## config.mk

```make
export PLATFORM = sky130hd
export DESIGN_NAME = pc_seq
export DESIGN_NICKNAME = d
export VERILOG_FILES = /design/src/rtl/pc_seq.sv
export SDC_FILE = /design/constraint.sdc
export NUM_CORES = 1
export LEC_CHECK = 0
export CAP_MARGIN = 20
export CORE_ASPECT_RATIO = 0.8
export CORE_MARGIN = 2
export CORE_UTILIZATION = 43
export DETAILED_ROUTE_END_ITERATION = 7
export MAX_ROUTING_LAYER = met4
export PLACE_DENSITY = 0.75
export SETUP_SLACK_MARGIN = 0.4
export SYNTH_ARGS = -nofsm -noshare
export SYNTH_HDL_FRONTEND = slang
export SYNTH_SLANG_ARGS = --single-unit
export TNS_END_PERCENT = 30
```

## constraint.sdc

```tcl
create_clock -name clk -period 2.8 [get_ports clk]
set_input_delay 0.56 -clock clk [delete_from_list [all_inputs] [get_ports clk]]
set_output_delay 0.56 -clock clk [all_outputs]
set_load 0.01 [all_outputs]
```

## src/rtl/pc_seq.sv

```systemverilog
module pc_seq #(
  parameter int AW = 16,
  parameter int CW = 16,
  parameter logic [AW-1:0] RESET_VEC = 'h0100
) (
  input  logic          clk,
  input  logic          rst_n,
  input  logic          stall,
  input  logic          br_take,
  input  logic [AW-1:0] br_target,
  input  logic          rpt_load,
  input  logic [AW-1:0] rpt_first,
  input  logic [AW-1:0] rpt_last,
  input  logic [CW-1:0] rpt_count,
  output logic [AW-1:0] pc,
  output logic          rpt_on,
  output logic [CW-1:0] rpt_cnt
);
  logic [AW-1:0] loop_start, loop_end;

  wire at_end = rpt_on && (pc == loop_end);
  wire wrap   = at_end && (rpt_cnt != '0);
  wire leave  = at_end && (rpt_cnt == '0);

  wire [AW-1:0] pc_next = br_take ? br_target :
                          wrap    ? loop_start : pc + AW'(1);

  always_ff @(posedge clk) begin
    if (!rst_n) begin
      pc         <= RESET_VEC;
      rpt_on     <= 1'b0;
      rpt_cnt    <= '0;
      loop_start <= '0;
      loop_end   <= '0;
    end else if (!stall) begin
      pc <= pc_next;
      if (rpt_load) begin
        loop_start <= rpt_first;
        loop_end   <= rpt_last;
        rpt_cnt    <= rpt_count;
        rpt_on     <= 1'b1;
      end else if (!br_take) begin
        if (wrap)  rpt_cnt <= rpt_cnt - CW'(1);
        if (leave) rpt_on  <= 1'b0;
      end
    end
  end
endmodule


```

==> metrics.cfg <==
[final_layout]
syn2layout_area_growth_pct = 38.7
num_antenna_cells = 0
final_cell_count_no_fill = 655
nFillCells = 695
nets = 614
seq_area_um2 = 1300
multi_input_area_um2 = 2030
postLayoutCoreUtil_pct = 61.0
drive_above_1_share_pct = 8.59

[setup_path]
critPathLaunchType = flip-flop
crit_start = rpt_cnt[0]$_SDFFE_PN0P_
arrival_ns = 2.51
worstSetupPathType = reg2reg
cp-end-kind = flip-flop
timing.rr.start = rpt_cnt[0]$_SDFFE_PN0P_
path_max_fanout = 16
cp.required_ns = 3.05

[synth]
ys_ff_latch = 65
syn_nets = 519
synthArstFlopShare_pct = 0
yosys_warnings = 0
synth_area_per_cell_um2 = 7.79
synth_edf_count = 0
yosys-top-cells-area = dfxtp_1 (37%), nand2_1 (11%), a21oi_1 (8.5%)
synth-main-ff-cell = dfxtp_1
syn_area_um2 = 3480
yosysTopAreaCell = dfxtp_1
synth-seq-area-share_pct = 37.4
synth.top_cell.area_share_pct = 37.4
syn_inst = 447
netlist-cell-type-count = 54

[power_and_ir_drop]
power_switching_share_pct = 30.2
power_mw = 2.41
seqPwrFrac_pct = 43.9
internal-power_mw = 1.68
comb_power_share_pct = 22.2
leakage_nw = 1.80
p_switching_mw = 0.729
clkPwrFrac_pct = 33.9
peakVddDrop_mv = 0.256
cellPowerDensity_nw_per_um2 = 499

[detailed_routing]
remaining_drc_errors = 0
drt_first_pass_iters = 5
drtIter0Drc = 141
wl_per_cell_um = 16.0
postRouteAntennaNets = 0
wirelength_um = 10400
vias_per_cell = 5.53
num_vias = 3620

[cts]
clk-insertion-delay-late_ns = 0.35
htreeDepth = 3
cts_buffer_depth = 2
cts_made_buffers = 9
clkSinkCount = 65
cts_tree = yes
hold_buffers = 0
clk_pin_slew_ns = 0.08
root_buffer = clkbuf_8

[sta]
skew_ns = 0.00627
finalSetupViolCount = 0
worst_pin_slew_ns = 0.640
finalCritPeriodShare_pct = 81.0
slew_viol_final = 0
fmaxAchievable_mhz = 441
rsz0062_at_grt = yes
tns_ns = 0
period_minus_slack_ns = 2.27
finalHoldViolCount = 0
slew_headroom_pct = 57.2
setup_slack_ns = 0.533

[floorplanning]
dieWidth_um = 105
io_pins = 102
num_rows = 29
core_um2 = 7910
start_util_pct = 44.0
dieArea_um2 = 8840
dieHeight_um = 84.5

[place]
place_congestion = 0.882
post-place-ws_ns = 0.259
numPlacedInstances = 639
dpl.hpwl_um = 7620
port_buffers = 101

[global_routing]
grt_pass1_wl_um = 16900
grt_pass1_vias = 3450
overflow = 0
antenna_found_initial = 0
track_usage_pct = 24.6
grt_max_degree = 40

[status]
outcome = complete, no violations

[flow_run]
maxCapViolations = 0

[hold_path]
hold_start = loop_start[15]$_SDFFE_PN0P_
hold_path_class = reg2reg

[metrics by stage]
step	cell area (um2)	hold WS, ns
after floorplan	3480	0.431
after global placement	4620	0.444
after detailed placement	4620	0.450
after CTS	4830	0.464
after global routing	4830	0.486
final	4830	0.464
[synthesized netlist by cell type (all sizes together), types with 5 or more instances]
library cell / count
a21oi: 60
a31oi: 7
buf: 10
clkbuf: 24
dfxtp: 65
mux2i: 14
nand2: 103
nand3: 13
nand4: 5
nor2: 21
nor3: 8
nor4: 8
o21ai: 8
o221ai: 11
xnor2: 22
xor2: 7
[cell type report]
type                            count  share of cell area, %
Multi-Input combinational cell    342                   42.0
Sequential cell                    65                   27.0
Tap cell                          108                   2.80
Clock inverter                      7                   1.58
Clock buffer                        9                   2.57
Timing Repair Buffer              118                   23.6
Inverter                            6                  0.466
[power by group through the flow]
stage | logic (mW) | registers [mW] | clock network [mW]
floorplan | 0.281 | 1.06 | 0
global placement | 0.524 | 1.07 | 0
detailed placement | 0.531 | 1.08 | 0
CTS | 0.534 | 1.05 | 0.827
global route | 0.585 | 1.06 | 0.877
finish | 0.535 | 1.06 | 0.817
[worst paths after layout]
| kind | slack, ns | end | depth (start not counted) |
|---|---|---|---|
| max | 0.53 | rpt_cnt[3]$_SDFFE_PN0P_ | 8 |
| min | 0.46 | loop_start[15]$_SDFFE_PN0P_ | 2 |
| max reg2reg | 0.53 | rpt_cnt[3]$_SDFFE_PN0P_ | 8 |
| min reg2reg | 0.46 | loop_start[15]$_SDFFE_PN0P_ | 2 |
[routing by layer]
metal,vias to the layer above,global-route usage [%],wire (um)
li1,1777,-,-
met1,1683,31.7,4830
met2,140,38.4,4810
met3,20,6.06,646
met4,0,7.15,163
met5,-,-,0
[timing repair]
item                                    4_1_cts  5_1_grt
endpoints found under the setup margin        5        5
setup buffers                                 0        0
gates resized for setup                       1        2
[cell usage in the layout, fill, tap and decap left out, types with 3 or more instances in the layout]
cell,n
clkbuf_8,9
inv_6,3
nor3_1,8
a211oi_1,3
ha_1,3
xnor2_1,22
mux2i_1,14
clkdlybuf4s50_1,101
and4_1,3
o31ai_1,4
dfxtp_1,64
buf_4,17
nand2_1,103
nand4_1,5
a22oi_1,3
nor4_1,5
or3b_1,3
nand3_1,13
inv_1,3
o221ai_1,11
a31oi_1,7
a21oi_1,59
nor2_1,20
o22ai_1,3
o211ai_1,4
xor2_1,7
o21ai_0,8
o21a_1,3
[worst max-delay path: stages (launching register included)]
cell and delay (ns):
dfxtp_1 0.34, inv_1 0.13, ha_1 0.15, nor4b_1 0.32
nand4_1 0.20, nor4b_2 0.24, a21oi_4 0.45, nor2_1 0.14
o21a_1 0.19
[flip-flops by register name, summed over array words and instances (netlist names)]
name	count
loop_start	16
rpt_on	1
rpt_cnt	16
pc	16
loop_end	16
[cells by family (layout without fill, tap and decap cells)]
logic type,Yosys count,after routing,share of synthesized area (%)
compound gates,118,118,21.4
xor+xnor,29,29,7.30
fa+ha+maj,3,3,1.08
buf+inv,40,140,4.64
flops,65,65,37.4
mux,14,14,4.03
simple gates,178,178,24.2
(Power assumes the default switching activity.)
